**config.mk**
```make
export PLATFORM = sky130hd
export DESIGN_NAME = ddr_sram_sched
export DESIGN_NICKNAME = d
export VERILOG_FILES = /design/src/rtl/sched_pkg.sv /design/src/rtl/sched_turnaround.sv /design/src/rtl/sched_issue.sv /design/src/rtl/sched_rdpath.sv /design/src/rtl/ddr_sram_sched.sv
export SDC_FILE = /design/constraint.sdc
export NUM_CORES = 1
export LEC_CHECK = 0
export BUFFER_PORTS_ARGS = -buffer_cell sky130_fd_sc_hd__buf_2
export CAP_MARGIN = 15
export CORE_MARGIN = 5
export CORE_UTILIZATION = 49
export DETAILED_ROUTE_END_ITERATION = 10
export PLACE_DENSITY_LB_ADDON = 0.1
export SLEW_MARGIN = 20
export SYNTH_ARGS = -nofsm -noshare
export SYNTH_HDL_FRONTEND = slang
export SYNTH_SLANG_ARGS = --single-unit
export TNS_END_PERCENT = 5
```
**constraint.sdc**
```tcl
create_clock -name clk -period 2.5 [get_ports clk]
set_input_delay 0.125 -clock clk [delete_from_list [all_inputs] [get_ports clk]]
set_output_delay 0.125 -clock clk [all_outputs]
set_load 0.03 [all_outputs]
```
**src/rtl/sched_pkg.sv**
```systemverilog
package sched_pkg;

  localparam int BEAT_W = 18;
  localparam int LANE_W = 9;
  localparam int LANES  = BEAT_W / LANE_W;
  localparam int BEATS  = 2;
  localparam int WORD_W = BEAT_W * BEATS;
  localparam int BE_W   = LANES * BEATS;

  typedef logic [BEAT_W-1:0] beat_t;
  typedef logic [WORD_W-1:0] word_t;

  typedef enum logic [1:0] {
    CMD_NOP = 2'd0,
    CMD_RD  = 2'd1,
    CMD_WR  = 2'd2
  } cmd_e;

  // beat idx of a host word (0 = first beat)
  function automatic beat_t beat_of(input word_t w, input int idx);
    return w[idx*BEAT_W +: BEAT_W];
  endfunction

  // active-low lane selects for beat idx from host byte enables
  function automatic logic [LANES-1:0] lane_sel_n(input logic [BE_W-1:0] be, input int idx);
    return ~be[idx*LANES +: LANES];
  endfunction

  function automatic word_t join_beats(input beat_t first, input beat_t second);
    return {second, first};
  endfunction

endpackage

```
**src/rtl/sched_turnaround.sv**
```systemverilog
module sched_turnaround #(
  parameter int RW_GAP = 3
) (
  input  logic clk,
  input  logic rst_n,
  input  logic rd_acc,
  output logic wr_block
);
  localparam int GW = $clog2(RW_GAP + 1);

  logic [GW-1:0] gap_q;

  always_ff @(posedge clk or negedge rst_n) begin
    if (!rst_n) begin
      gap_q <= '0;
    end else if (rd_acc) begin
      gap_q <= GW'(RW_GAP);
    end else if (gap_q != '0) begin
      gap_q <= gap_q - 1'b1;
    end
  end

  assign wr_block = (gap_q != '0);

endmodule

```
**src/rtl/sched_issue.sv**
```systemverilog
module sched_issue
  import sched_pkg::*;
#(
  parameter int AW    = 20,
  parameter int NBANK = 2
) (
  input  logic                       clk,
  input  logic                       rst_n,
  input  logic                       acc,
  input  logic                       wr,
  input  logic [AW-1:0]              addr,
  input  word_t                      wdata,
  input  logic [BE_W-1:0]            be,
  output logic [NBANK-1:0]           ld_n,
  output logic                       rw,
  output logic [AW-$clog2(NBANK)-1:0] maddr,
  output beat_t                      d_rise,
  output beat_t                      d_fall,
  output logic [LANES-1:0]           sel_rise_n,
  output logic [LANES-1:0]           sel_fall_n,
  output logic                       cmd_rd,
  output logic                       cmd_wr
);
  localparam int BB  = $clog2(NBANK);
  localparam int MAW = AW - BB;

  cmd_e                   cmd_q;
  logic [BB-1:0]          bank_q;
  logic [MAW-1:0]         addr_q;
  word_t                  wbuf_q;
  logic [BE_W-1:0]        wbe_q;
  beat_t                  beat_q [BEATS];
  logic [LANES-1:0]       sel_q  [BEATS];

  // command stage: one edge after acceptance
  always_ff @(posedge clk or negedge rst_n) begin
    if (!rst_n) begin
      cmd_q  <= CMD_NOP;
      bank_q <= '0;
      addr_q <= '0;
      wbuf_q <= '0;
      wbe_q  <= '0;
    end else begin
      cmd_q <= !acc ? CMD_NOP : (wr ? CMD_WR : CMD_RD);
      if (acc) begin
        bank_q <= addr[AW-1 -: BB];
        addr_q <= addr[MAW-1:0];
      end
      if (acc && wr) begin
        wbuf_q <= wdata;
        wbe_q  <= be;
      end
    end
  end

  // data stage: one edge after the write command
  always_ff @(posedge clk or negedge rst_n) begin
    if (!rst_n) begin
      for (int b = 0; b < BEATS; b++) begin
        beat_q[b] <= '0;
        sel_q[b]  <= '1;
      end
    end else begin
      for (int b = 0; b < BEATS; b++) begin
        if (cmd_q == CMD_WR) begin
          beat_q[b] <= beat_of(wbuf_q, b);
          sel_q[b]  <= lane_sel_n(wbe_q, b);
        end else begin
          beat_q[b] <= '0;
          sel_q[b]  <= '1;
        end
      end
    end
  end

  for (genvar k = 0; k < NBANK; k++) begin : g_bank_ld
    assign ld_n[k] = !((cmd_q != CMD_NOP) && (bank_q == BB'(k)));
  end

  assign rw         = (cmd_q != CMD_WR);
  assign maddr      = addr_q;
  assign d_rise     = beat_q[0];
  assign d_fall     = beat_q[1];
  assign sel_rise_n = sel_q[0];
  assign sel_fall_n = sel_q[1];
  assign cmd_rd     = (cmd_q == CMD_RD);
  assign cmd_wr     = (cmd_q == CMD_WR);

endmodule

```
**src/rtl/sched_rdpath.sv**
```systemverilog
module sched_rdpath
  import sched_pkg::*;
#(
  parameter int MAX_RD = 4
) (
  input  logic                          clk,
  input  logic                          rst_n,
  input  logic                          rd_acc,
  input  logic                          qvld,
  input  beat_t                         q_rise,
  input  beat_t                         q_fall,
  output logic                          rsp_valid,
  output word_t                         rsp_data,
  output logic                          rd_full,
  output logic [$clog2(MAX_RD+1)-1:0]   outstanding
);
  localparam int CW = $clog2(MAX_RD + 1);

  logic          cap_pend_q;
  logic [CW-1:0] cnt_q;

  function automatic logic [CW-1:0] next_cnt(input logic [CW-1:0] c,
                                             input logic inc, input logic dec);
    case ({inc, dec})
      2'b10:   return c + 1'b1;
      2'b01:   return c - 1'b1;
      default: return c;
    endcase
  endfunction

  always_ff @(posedge clk or negedge rst_n) begin
    if (!rst_n) begin
      cap_pend_q <= 1'b0;
      rsp_valid  <= 1'b0;
      rsp_data   <= '0;
      cnt_q      <= '0;
    end else begin
      cap_pend_q <= qvld;
      rsp_valid  <= cap_pend_q;
      if (cap_pend_q) begin
        rsp_data <= join_beats(q_rise, q_fall);
      end
      cnt_q <= next_cnt(cnt_q, rd_acc, cap_pend_q);
    end
  end

  assign rd_full     = (cnt_q == CW'(MAX_RD));
  assign outstanding = cnt_q;

endmodule

```
**src/rtl/ddr_sram_sched.sv**
```systemverilog
module ddr_sram_sched #(
  parameter int AW     = 20,
  parameter int NBANK  = 2,
  parameter int MAX_RD = 4,
  parameter int RW_GAP = 3
) (
  input  logic                        clk,
  input  logic                        rst_n,
  input  logic                        req_valid,
  output logic                        req_ready,
  input  logic                        req_write,
  input  logic [AW-1:0]               req_addr,
  input  logic [35:0]                 req_wdata,
  input  logic [3:0]                  req_be,
  output logic                        rsp_valid,
  output logic [35:0]                 rsp_data,
  output logic [NBANK-1:0]            mem_ld_n,
  output logic                        mem_rw,
  output logic [AW-$clog2(NBANK)-1:0] mem_addr,
  output logic [17:0]                 mem_d_rise,
  output logic [17:0]                 mem_d_fall,
  output logic [1:0]                  mem_bws_rise_n,
  output logic [1:0]                  mem_bws_fall_n,
  input  logic [17:0]                 mem_q_rise,
  input  logic [17:0]                 mem_q_fall,
  input  logic                        mem_qvld
);
  localparam int CW = $clog2(MAX_RD + 1);

  // named internal events for the checker
  logic          wr_block;
  logic          rd_full;
  logic          acc;
  logic          rd_acc;
  logic          cmd_rd;
  logic          cmd_wr;
  logic [CW-1:0] rd_outstanding;

  assign req_ready = req_write ? !wr_block : !rd_full;
  assign acc       = req_valid && req_ready;
  assign rd_acc    = acc && !req_write;

  sched_turnaround #(.RW_GAP(RW_GAP)) u_turn (
    .clk      (clk),
    .rst_n    (rst_n),
    .rd_acc   (rd_acc),
    .wr_block (wr_block)
  );

  sched_issue #(.AW(AW), .NBANK(NBANK)) u_issue (
    .clk        (clk),
    .rst_n      (rst_n),
    .acc        (acc),
    .wr         (req_write),
    .addr       (req_addr),
    .wdata      (req_wdata),
    .be         (req_be),
    .ld_n       (mem_ld_n),
    .rw         (mem_rw),
    .maddr      (mem_addr),
    .d_rise     (mem_d_rise),
    .d_fall     (mem_d_fall),
    .sel_rise_n (mem_bws_rise_n),
    .sel_fall_n (mem_bws_fall_n),
    .cmd_rd     (cmd_rd),
    .cmd_wr     (cmd_wr)
  );

  sched_rdpath #(.MAX_RD(MAX_RD)) u_rd (
    .clk         (clk),
    .rst_n       (rst_n),
    .rd_acc      (rd_acc),
    .qvld        (mem_qvld),
    .q_rise      (mem_q_rise),
    .q_fall      (mem_q_fall),
    .rsp_valid   (rsp_valid),
    .rsp_data    (rsp_data),
    .rd_full     (rd_full),
    .outstanding (rd_outstanding)
  );

endmodule

```
== Word level (Yosys, flattened, before mapping) ==
Index checks and enable logic that the tools add are counted.

* Equality and inequality tests: 5
* Muxes and demuxes: 10
* Bitwise logic cells: 3
* Add/sub/neg operators: 3
* Reduce and logical (&&, ||, !) cells: 14

{| class="wikitable"
|+ Operator list
! operator !! count
|-
| $mux W18 || 2
|-
| $mux W2 || 6
|-
| $reduce_bool A2 Y1 || 4
|-
| $pmux W3 S2 || 1
|-
| $logic_and A1 B1 Y1 || 5
|-
| $logic_not A1 Y1 || 5
|-
| $eq A2 B2 Y1 const B || 2
|-
| $not A2 Y2 || 2
|-
| $add A3 B1 Y3 const B || 1
|-
| $eq A3 B3 Y1 const B || 1
|-
| $sub A3 B1 Y3 const B || 1
|-
| $eq A2 B1 Y1 const B || 1
|-
| $ne A2 B2 Y1 const B || 1
|-
| $sub A2 B1 Y2 const B || 1
|-
| $mux W1 || 1
|-
| $not A1 Y1 || 1
|}

* Flip-flop bits (word level): 145
* Output and inout bits: 100
* Logic and storage cells: 49
* Input bits: 101

== Logic depth before layout (Yosys ltp) ==
Gate-level depths: netlist of run 1.

* Depth in word-level cells: 7
* Mapped depth: 8
* Mapped depth without buffers: 8

== By module ==
From an unflattened synthesis of run 1, not the netlist that was laid out.

* Cell total of the unflattened synthesis: 324
* Area total of the unflattened synthesis: 5,397.7 um^2

{| class="wikitable"
|+ Modules (own cells, without submodules)
! module !! cells an instance !! area an instance (um^2) !! times used !! sequential area each (um^2)
|-
| sched_issue || 220 || 3,563.4 || 1 || 2,557.5
|-
| sched_rdpath || 90 || 1,700.4 || 1 || 1,026.0
|-
| sched_turnaround || 11 || 110.1 || 1 || 50.0
|-
| ddr_sram_sched || 3 || 23.8 || 1 || 0.0
|}

== Least setup slack after synthesis of run 1 ==
No wires, ideal clock.

* Path kind: flip-flop to flip-flop
* From: reg u_rd.cnt_q[1], in the netlist u_rd.outstanding[1]
* To: reg u_rd.cnt_q[2], in the netlist u_rd.outstanding[2]
* Setup time: 0.079 ns
* Path slack: 0.600 ns
* Required time: 2.421 ns
* Period minus slack after synthesis: 1.900 ns
* Arrival: 1.821 ns
* Cell stages (with the launch flop): 9
* Path buffers: 0
* Cell sequence: dfrtp_1 -> nor4b_2 -> or3_1 -> ha_1 -> inv_1 -> fa_1 -> xor2_1 -> nor2_1 -> xor2_1

* Cells in the longest elaborated chain, start to end: 7
* Elaborated cells between the ends (all ways): 11
* Classes of those cells: 2 x add/sub; 3 x eq/ne; 2 x mux; 4 x reduce/logical

{| class="wikitable"
|+ Ends and longest elaborated chain
! item !! RTL line !! RTL
|-
| from (decl) || sched_rdpath.sv:20 || <nowiki>logic [CW-1:0] cnt_q;</nowiki>
|-
| from (signal assigned) || sched_rdpath.sv:43 || <nowiki>cnt_q <= next_cnt(cnt_q, rd_acc, cap_pend_q);</nowiki>
|-
| $eq A3 B3 Y1 || sched_rdpath.sv:47 || <nowiki>assign rd_full = (cnt_q == CW'(MAX_RD));</nowiki>
|-
| $logic_not A1 Y1 || ddr_sram_sched.sv:39 || <nowiki>assign req_ready = req_write ? !wr_block : !rd_full;</nowiki>
|-
| $mux W1 || ddr_sram_sched.sv:39 ||
|-
| $logic_and A1 B1 Y1 || ddr_sram_sched.sv:40 || <nowiki>assign acc = req_valid && req_ready;</nowiki>
|-
| $logic_and A1 B1 Y1 || ddr_sram_sched.sv:41 || <nowiki>assign rd_acc = acc && !req_write;</nowiki>
|-
| $eq A2 B1 Y1 or $eq A2 B2 Y1 (tied branches) || sched_rdpath.sv:24 || <nowiki>case ({inc, dec})</nowiki>
|-
| $pmux W3 S2 or $reduce_bool A2 Y1 (tied branches) || n/a ||
|}

Parallel ways exist; a longest one is shown, timed or not.
A chain may end at the register's enable or synchronous reset.

== Worst setup path in the final report of run 1 ==
Same ends and word-level chain as after synthesis.

==> results of run 1 <==
[worst reg2reg max path: stages (launching register included)]
cell     delay (ns)
dfrtp_1        0.38
nor4b_2        0.35
or3_1          0.18
ha_1           0.19
inv_1          0.06
fa_1           0.38
xor2_1         0.17
nor2_1         0.12
xor2_1         0.16
[cells in the final DEF, fill, tap and decap left out, types with 2 or more instances in the layout]
cell type,instances
bufinv_16,4
clkbuf_1,3
xor2_1,3
buf_12,2
mux2_2,78
dfrtp_1,141
and2_1,36
buf_4,3
inv_1,10
clkinv_2,3
mux2_4,18
dfstp_2,4
o21ai_0,2
nand2_1,5
clkbuf_16,16
clkinvlp_4,3
buf_2,199
dlygate4sd3_1,101
clkbuf_8,3
ha_1,2
[state kept, by name, indices dropped and copies added (netlist names)]
signal              flops
u_rd.outstanding        3
u_issue.sel_rise_n      2
u_rd.cap_pend_q         1
u_turn.gap_q            2
u_issue.wbe_q           4
u_issue.maddr          19
u_issue.cmd_q           2
u_issue.sel_fall_n      2
u_issue.d_fall         18
u_rd.rsp_valid          1
u_issue.d_rise         18
u_issue.wbuf_q         36
u_rd.rsp_data          36
u_issue.bank_q          1
[per-stage QoR]
step	utilization	power, mW	cell area (um^2)	setup WS [ns]	hold WS [ns]
after floorplan	-	4.57	5310	0.600	-0.171
after global placement	0.603	5.09	6480	0.542	0.167
after detailed placement	0.603	5.17	6480	0.423	0.166
after CTS	0.754	7.92	8110	0.385	0.184
after global routing	0.754	8.25	8110	0.229	0.251
final	0.754	7.84	8110	0.427	0.192
[worst paths after layout]
kind | to | from | cells past startpoint | slack (ns)
worst min register to register | u_issue.sel_rise_n[1] | u_issue.wbe_q[1] | 1 | 0.38
worst min-delay path | u_rd.rsp_data[15] | rst_n | 2 | 0.19
min in group clk | u_rd.cap_pend_q | mem_qvld | 2 | 0.28
worst max-delay path | u_rd.outstanding[2] | u_rd.outstanding[1] | 8 | 0.43
worst max register to register | u_rd.outstanding[2] | u_rd.outstanding[1] | 8 | 0.43
max in group asynchronous | u_issue.sel_rise_n[0] | rst_n | 3 | 1.51
[cells by family (layout without fill, tap and decap cells)]
group,count (synthesis),count (layout),synth area share
AO/OA/AOI/OAI,6,6,0.00778
XOR/XNOR,4,4,0.00660
adder cells (fa/ha/maj),3,3,0.00849
buffers and inverters,24,348,0.0215
flip-flops,145,145,0.685
multiplexers,97,97,0.218
AND/OR/NAND/NOR,46,46,0.0528
[power groups by stage]
stage | clock, mW | sequential, mW | combinational (mW)
finish | 2.59 | 3.25 | 2.01
detailed placement | 0 | 3.27 | 1.90
CTS | 2.65 | 3.24 | 2.03
floorplan | 0 | 3.68 | 0.889
global route | 2.76 | 3.32 | 2.17
global placement | 0 | 3.25 | 1.84
[cells in the mapped netlist (all sizes together)]
master  count  area share
nor4b       1      0.0028
nor2        1     0.00071
or3         1      0.0012
xnor2       1      0.0017
o221ai      1      0.0017
xor2        3      0.0050
buf         9       0.011
nor2b       1      0.0012
ha          2      0.0047
mux2i       1      0.0019
mux2       96        0.22
a211o       1      0.0019
nand2       5      0.0035
o21bai      1      0.0014
o21ai       2      0.0019
nand3       1     0.00094
clkbuf      5      0.0035
and2       36       0.042
a21oi       1     0.00094
dfstp       4       0.020
inv        10      0.0071
dfrtp     141        0.66
fa          1      0.0038
[layout make-up]
type	instances	area [um^2]
Sequential cell	145	3630
Fill cell	651	2640
Timing Repair Buffer	306	2080
Multi-Input combinational cell	156	1570
Clock buffer	22	453
Tap cell	140	175
Clock inverter	10	158
Inverter	10	37.5
[metal layers]
metal | wire length (um) | vias to the layer above | GRT usage
li1 | - | 1718 | -
met1 | 5190 | 1797 | 0.257
met2 | 6530 | 144 | 0.354
met3 | 1230 | 16 | 0.0840
met4 | 210 | 0 | 0.0728
met5 | 0 | - | 0
[timing repair]
| action | 4_1_cts | 5_1_grt |
|---|---|---|
| hold buffers | 101 | 0 |
| endpoints found under the setup margin | 0 | 0 |
| endpoints found under the hold margin | 170 | 0 |
==> impl_metrics.ini, run 1 <==
[setup_path]
path_class = register to register
cp-end-kind = register
cp_top_family = simple AND/OR/NAND/NOR gates
critPathMaxStageDelay_ns = 0.38
required_ns = 2.93
critPathLaunchType = register
crit_chain = nor4b_2 > or3_1 > ha_1 > inv_1 > fa_1 > xor2_1 > nor2_1 > xor2_1
arrival_ns = 2.50
crit_fanout = 3
crit_path_frequent_cell = xor2_1
slowest_stage = dfrtp_1
timing.critical_path.buf_inv = 1

[place]
port_buffers = 200
dp.final_hpwl_um = 7920
place_congestion = 0.742
dp.cells = 656

[clock_network]
cts_max_level = 4
path_clk_slew_ns = 0.06
numCtsBuffers = 17
cts_buffer_depth = 2
clock_tree.root_cell = clkbuf_8
cts_tree = yes
insertion_delay_ns = 0.51
postCtsSetupRepairBufs = 0
cts_resized = 0
numClockSinks = 145

[floorplan]
fp.dieH_um = 114
die_x_um = 114
die_area_um2 = 13000
io_pins = 201
core_area_um2 = 10700
initial_core_util = 0.494
row_count = 38

[timing]
final-setup-viol-count = 0
layout_min_cycle_time_ns = 2.07
worstMarginPinSlew_ns = 0.662
finClkSkew_ns = 0.00669
finalSetupTns_ns = 0
fmax_mhz = 482
finalMaxSlewViolations = 0
min_period_over_period = 0.829
rsz0062_at_grt = false
finalHoldViolCount = 0
relSlewSlack = 0.559

[logic_synthesis]
yosys_warnings = 0
avgSynthCellArea_um2 = 16.3
syn_area_um2 = 5310
syn_inst = 325
yosys.cell_types.count = 25
syn_nets = 429
ys_ff_latch = 145
seq_area_frac_synth = 0.685

[outcome]
outcome = completed

[power_and_ir_drop]
power_density_nw_per_um2 = 968
p_clk_frac = 0.330
p_int_mw = 5.59
ir_drop_mv = 0.596
swShare = 0.288
seqPwrFrac = 0.414
p_leak_nw = 4.09
p_comb_frac = 0.256
switching_power_mw = 2.26

[worst_hold_path]
hp-class = primary input to async pin

[routing]
drtAntennaViolNets = 0
wl_per_cell_um = 16.7
drt_iter0_markers = 152
via_per_inst = 4.66
dr.pass1.iters = 4
drt_drc_violations_left = 0
wl_um = 13200
vias = 3675

[finish]
syn_to_final_growth_pct = 52.7
stdcell_count = 789
drive_above_1_share = 0.521
nNetsFinal = 740
num_antenna_cells = 0

[global_routing]
antenna_found_initial = 0
overflow = 0
grt_pass1_vias = 4088
grt_pass1_wl_um = 21500
grtUsageTotal = 0.214
grt_max_degree = 72

[job]
drv_cap = 0
Note: power is estimated with default switching activity, not from simulation.
==> run 2: changes to the inputs <==
CORE_UTILIZATION = 44   (was 49)
clock period = 1.9 ns   (was 2.5 ns; I/O delays follow)
==> run 2 against run 1 <==
  * Non-clock buffer count rose by 8
  * Routed wire length fell by 6.1%
  * Total power rose by 32%
  * Critical path depth did not move
  * Largest cell class unchanged
  * Die area rose by 10%
  * Clock power rose by 31%
  * Critical endpoint unchanged
  * Worst hold slack got worse by 0.00077 ns
  * Core utilization fell by 6.3 points
  * First-iteration DRC count rose by 26%
==> impl_metrics.ini, run 2 (synthesis gave the netlist of run 1 again) <==
[power_and_ir_drop]
ir_drop_mv = 0.701
power_mw = 10.4
power_density_nw_per_um2 = 1260
p_leak_nw = 4.15

[clock_network]
path_clk_slew_ns = 0.06
insertion_delay_ns = 0.41
numClockSinks = 145
clock_tree.root_cell = clkbuf_16
cts_buffer_depth = 2
cts_max_level = 4
cts_tree = yes
numCtsBuffers = 17

[timing]
finalMaxSlewViolations = 0
worstMarginPinSlew_ns = 0.471
fmax_mhz = 544
finClkSkew_ns = 0.00429
finalHoldViolCount = 0
relSlewSlack = 0.686
finalSetupTns_ns = 0
rsz0062_at_grt = true
layout_min_cycle_time_ns = 1.84
final-setup-viol-count = 0
min_period_over_period = 0.968
holdWs_ns = 0.192

[job]
drv_cap = 0

[setup_path]
critPathCapture = u_rd.outstanding[2]
r2r_cells = 8
cp_top_family = simple AND/OR/NAND/NOR gates
crit_start = u_rd.outstanding[1]
required_ns = 2.24
rr_endpoint = u_rd.outstanding[2]
critPathLaunchType = register
crit_path_frequent_cell = xor2_1
rr_startpoint = u_rd.outstanding[1]
timing.critical_path.buf_inv = 1
crit_fanout = 2
slowest_stage = dfrtp_1
path_class = register to register
cp-end-kind = register
critPathMaxStageDelay_ns = 0.41
arrival_ns = 2.17
crit_chain = nor4b_4 > or3_4 > ha_4 > inv_2 > fa_2 > xor2_1 > nor2_1 > xor2_1
crit_cells = 8
reg2reg_slack_ns = 0.06

[routing]
wl_um = 12400
drt_drc_violations_left = 0
wl_per_cell_um = 15.4
vias = 3668
via_per_inst = 4.56
drtAntennaViolNets = 0
drt_iter0_markers = 191
dr.pass1.iters = 5

[global_routing]
grt_pass1_vias = 4015
overflow = 0
grtUsageTotal = 0.181
antenna_found_initial = 0
grt_pass1_wl_um = 20200
grt_max_degree = 51

[floorplan]
die_area_um2 = 14400
die_x_um = 120
fp.dieH_um = 120
io_pins = 201
core_area_um2 = 11900
initial_core_util = 0.446
row_count = 40

[finish]
utilization = 0.691
n_fill_cell = 842
multi_input_area_um2 = 1600
num_antenna_cells = 0
nNetsFinal = 748
mostFrequentLayoutCells = 199 x buf_2, 141 x dfrtp_1, 99 x dlygate4sd3_1
final_common_cell = buf_2
syn_to_final_growth_pct = 55.1
regArea_um2 = 3630
stdcell_count = 804
drive_above_1_share = 0.536

[place]
place_congestion = 0.758
dp.final_hpwl_um = 7780
dp.cells = 670
port_buffers = 200

[worst_hold_path]
hp-start = req_valid
hp-class = primary input to register

[outcome]
outcome = completed
[run 2: cell count changes in the layout (fill, tap and decap cells not counted), sizes merged]
cell,before,now
clkbuf,22,23
bufinv,4,3
inv,10,11
clkinvlp,3,2
buf,205,215
dlygate4sd3,101,99
[run 2: worst min-delay path by stage]
stage / to / slack [ns] / cells past startpoint
2_1_floorplan: u_issue.bank_q / -0.20 / 0
3_3_place_gp: u_issue.wbuf_q[3] / 0.07 / 1
5_1_grt: u_issue.cmd_q[1] / 0.20 / 4
4_1_cts: u_issue.cmd_q[1] / 0.18 / 4
3_5_place_dp: u_issue.wbuf_q[3] / 0.07 / 1
6_report: u_issue.cmd_q[1] / 0.19 / 4
[run 2: worst reg2reg max path: cells and delay by family, from the launching register on]
family | cells | cell delay (ns)
adder cells (fa/ha/maj) | 2 | 0.46
flip-flops | 1 | 0.41
XOR/XNOR | 2 | 0.28
buffers and inverters | 1 | 0.03
AND/OR/NAND/NOR | 3 | 0.58
[run 2: per-layer routing]
| metal | vias to the layer above | global-route usage | wire length, um | part of all wire |
|---|---|---|---|---|
| met5 | - | 0 | 0 | 0 |
| met4 | 0 | 0.0766 | 231 | 0.019 |
| met3 | 21 | 0.0584 | 807 | 0.065 |
| met2 | 132 | 0.309 | 6480 | 0.52 |
| met1 | 1785 | 0.211 | 4840 | 0.39 |
| li1 | 1730 | - | - | - |
[run 2: report_power, final]
| group | leakage (nW) | switching [mW] | internal, mW |
|---|---|---|---|
| combinational | 2.07 | 1.38 | 1.34 |
| sequential | 1.79 | 0.372 | 3.89 |
| clock | 0.294 | 1.22 | 2.17 |
| total | 4.15 | 2.97 | 7.40 |
[run 2: layout make-up]
type                            instances  share of cell area
Tap cell                              147              0.0223
Clock buffer                           23              0.0581
Timing Repair Buffer                  314               0.264
Clock inverter                          9              0.0157
Inverter                               10             0.00456
Multi-Input combinational cell        156               0.194
Sequential cell                       145               0.441
[run 2: repair_timing]
item                                   4_1_cts  5_1_grt
buffers inserted                             2        1
gates resized for setup                      5        1
hold buffers                                99        0
endpoints found under the hold margin      146        0
pin swaps                                    7        5
setup endpoints to repair                    1        1
[run 2: metrics by stage]
stage	instance area, um^2	worst slack (ns)
6_report	8230	0.0606
5_1_grt	8230	-0.0266
3_5_place_dp	6580	-0.0768
4_1_cts	8220	-0.0114
3_3_place_gp	6580	0.0371
2_1_floorplan	5310	0.0195
==> run 3: changes to the inputs <==
CTS_BUF_LIST = sky130_fd_sc_hd__clkbuf_16   (was unset)
==> run 3 against run 2 <==
  * Core utilization is 0.25 points lower
  * Via count is 0.35% lower
  * Setup slack hardly changed
  * Final cell count stayed put
  * Non-clock buffer count stayed put
  * Combinational power hardly changed
  * Largest power group unchanged
==> impl_metrics.ini, run 3 (synthesis gave the netlist of run 1 again) <==
[floorplan]
die_area_um2 = 14400
die_x_um = 120
initial_core_util = 0.446
row_count = 40
fp.dieH_um = 120
io_pins = 201
core_area_um2 = 11900

[power_and_ir_drop]
power_density_nw_per_um2 = 1250
swShare = 0.290
p_int_mw = 7.26
switching_power_mw = 2.97
ir_drop_mv = 0.699
p_clk_frac = 0.317
p_leak_nw = 4.15
p_comb_frac = 0.266
seqPwrFrac = 0.417

[finish]
utilization = 0.689
mostFrequentLayoutCells = 199 x buf_2, 141 x dfrtp_1, 99 x dlygate4sd3_1
drive_above_1_share = 0.531
n_fill_cell = 843
syn_to_final_growth_pct = 54.5
num_antenna_cells = 0
nNetsFinal = 748
final_common_cell = buf_2

[routing]
drt_drc_violations_left = 0
vias = 3655
dr.pass1.iters = 4
via_per_inst = 4.55
wl_um = 12400
drt_iter0_markers = 173
drtAntennaViolNets = 0
wl_per_cell_um = 15.4

[timing]
finalSetupTns_ns = 0
rsz0062_at_grt = true
finClkSkew_ns = 0.00409
worstMarginPinSlew_ns = 0.469
relSlewSlack = 0.687
finalHoldViolCount = 0
fmax_mhz = 544
min_period_over_period = 0.968
holdWs_ns = 0.190
final-setup-viol-count = 0
fin_ws_ns = 0.0606
layout_min_cycle_time_ns = 1.84
finalMaxSlewViolations = 0

[setup_path]
slowest_stage = dfrtp_1
crit_fanout = 2
critPathLaunchType = register
critPathMaxStageDelay_ns = 0.41
crit_path_frequent_cell = xor2_1
path_class = register to register
cp-end-kind = register
required_ns = 2.24
timing.critical_path.buf_inv = 1
arrival_ns = 2.17
reg2reg_slack_ns = 0.06
crit_chain = nor4b_4 > or3_4 > ha_4 > inv_2 > fa_2 > xor2_1 > nor2_1 > xor2_1
cp_top_family = simple AND/OR/NAND/NOR gates

[clock_network]
insertion_delay_ns = 0.41
numCtsBuffers = 17
cts_tree = yes
clock_tree.root_cell = clkbuf_16
cts_buffer_depth = 2
path_clk_slew_ns = 0.06
cts_max_level = 4
numClockSinks = 145

[global_routing]
overflow = 0
grtUsageTotal = 0.181
grt_pass1_wl_um = 20300
grt_pass1_vias = 4016
antenna_found_initial = 0
grt_max_degree = 51

[job]
drv_cap = 0

[place]
place_congestion = 0.758
pre_cts_ws_ns = -0.0768
port_buffers = 200
dp.final_hpwl_um = 7780

[outcome]
outcome = completed

[worst_hold_path]
hp-class = primary input to async pin
==> run 3: changes by cell type in the layout (fill, tap and decap cells not counted), sizes merged <==
cell / before / now
clkbuf: 23 / 17
clkinv: 3 / 6
inv: 11 / 14
==> run 3: final cells by class <==
| type | count | area (um^2) | area share |
|---|---|---|---|
| tap | 147 | 184 | 0.0224 |
| timing repair buffer | 314 | 2170 | 0.265 |
| clock buffer | 17 | 425 | 0.0519 |
| multi-input combinational | 156 | 1600 | 0.195 |
| clock inverter | 15 | 151 | 0.0185 |
| inverter | 10 | 37.5 | 0.00458 |
| sequential | 145 | 3630 | 0.443 |
==> run 3: worst register-to-register path, cell delays in order, from the launching register on <==
cell	delay, ns
dfrtp_1	0.41
nor4b_4	0.28
or3_4	0.19
ha_4	0.13
inv_2	0.03
fa_2	0.33
xor2_1	0.14
nor2_1	0.11
xor2_1	0.14
==> run 3: power by group through the flow <==
| stage | Combinational [mW] | Sequential, mW | Clock (mW) |
|---|---|---|---|
| final | 2.72 | 4.27 | 3.24 |
| after global routing | 2.94 | 4.36 | 3.48 |
| after CTS | 2.72 | 4.26 | 3.32 |
| after detailed placement | 2.54 | 4.30 | 0 |
| after global placement | 2.48 | 4.26 | 0 |
| after floorplan | 1.17 | 4.84 | 0 |
==> run 3: final timing paths <==
kind	to	cells past startpoint	start
min	u_issue.wbuf_q[3]	2	rst_n
min reg2reg	u_issue.sel_rise_n[1]	1	u_issue.wbe_q[1]
min in group clk	u_issue.cmd_q[1]	4	req_valid
max in group asynchronous	u_issue.sel_rise_n[0]	3	rst_n
max reg2reg	u_rd.outstanding[2]	8	u_rd.outstanding[1]
max	u_rd.outstanding[2]	8	u_rd.outstanding[1]
==> run 3: timing repair <==
action / 4_1_cts / 5_1_grt
setup endpoints to repair: 1 / 1
pin swaps: 7 / 5
hold buffers: 99 / 0
endpoints found under the hold margin: 146 / 0
resized for setup: 5 / 1
cloned: 0 / 0
buffers inserted: 2 / 1
==> run 3: routing by layer <==
layer	routed length [um]	GRT usage
met1	4860	0.212
met2	6540	0.308
met3	746	0.0580
met4	214	0.0766
met5	0	0
==> run 3: through the flow <==
step	power (mW)	instance area, um^2	instances
floorplan	6.01	5310	325
global placement	6.73	6580	670
detailed placement	6.84	6580	670
CTS	10.3	8190	803
global route	10.8	8200	804
finish	10.2	8200	804
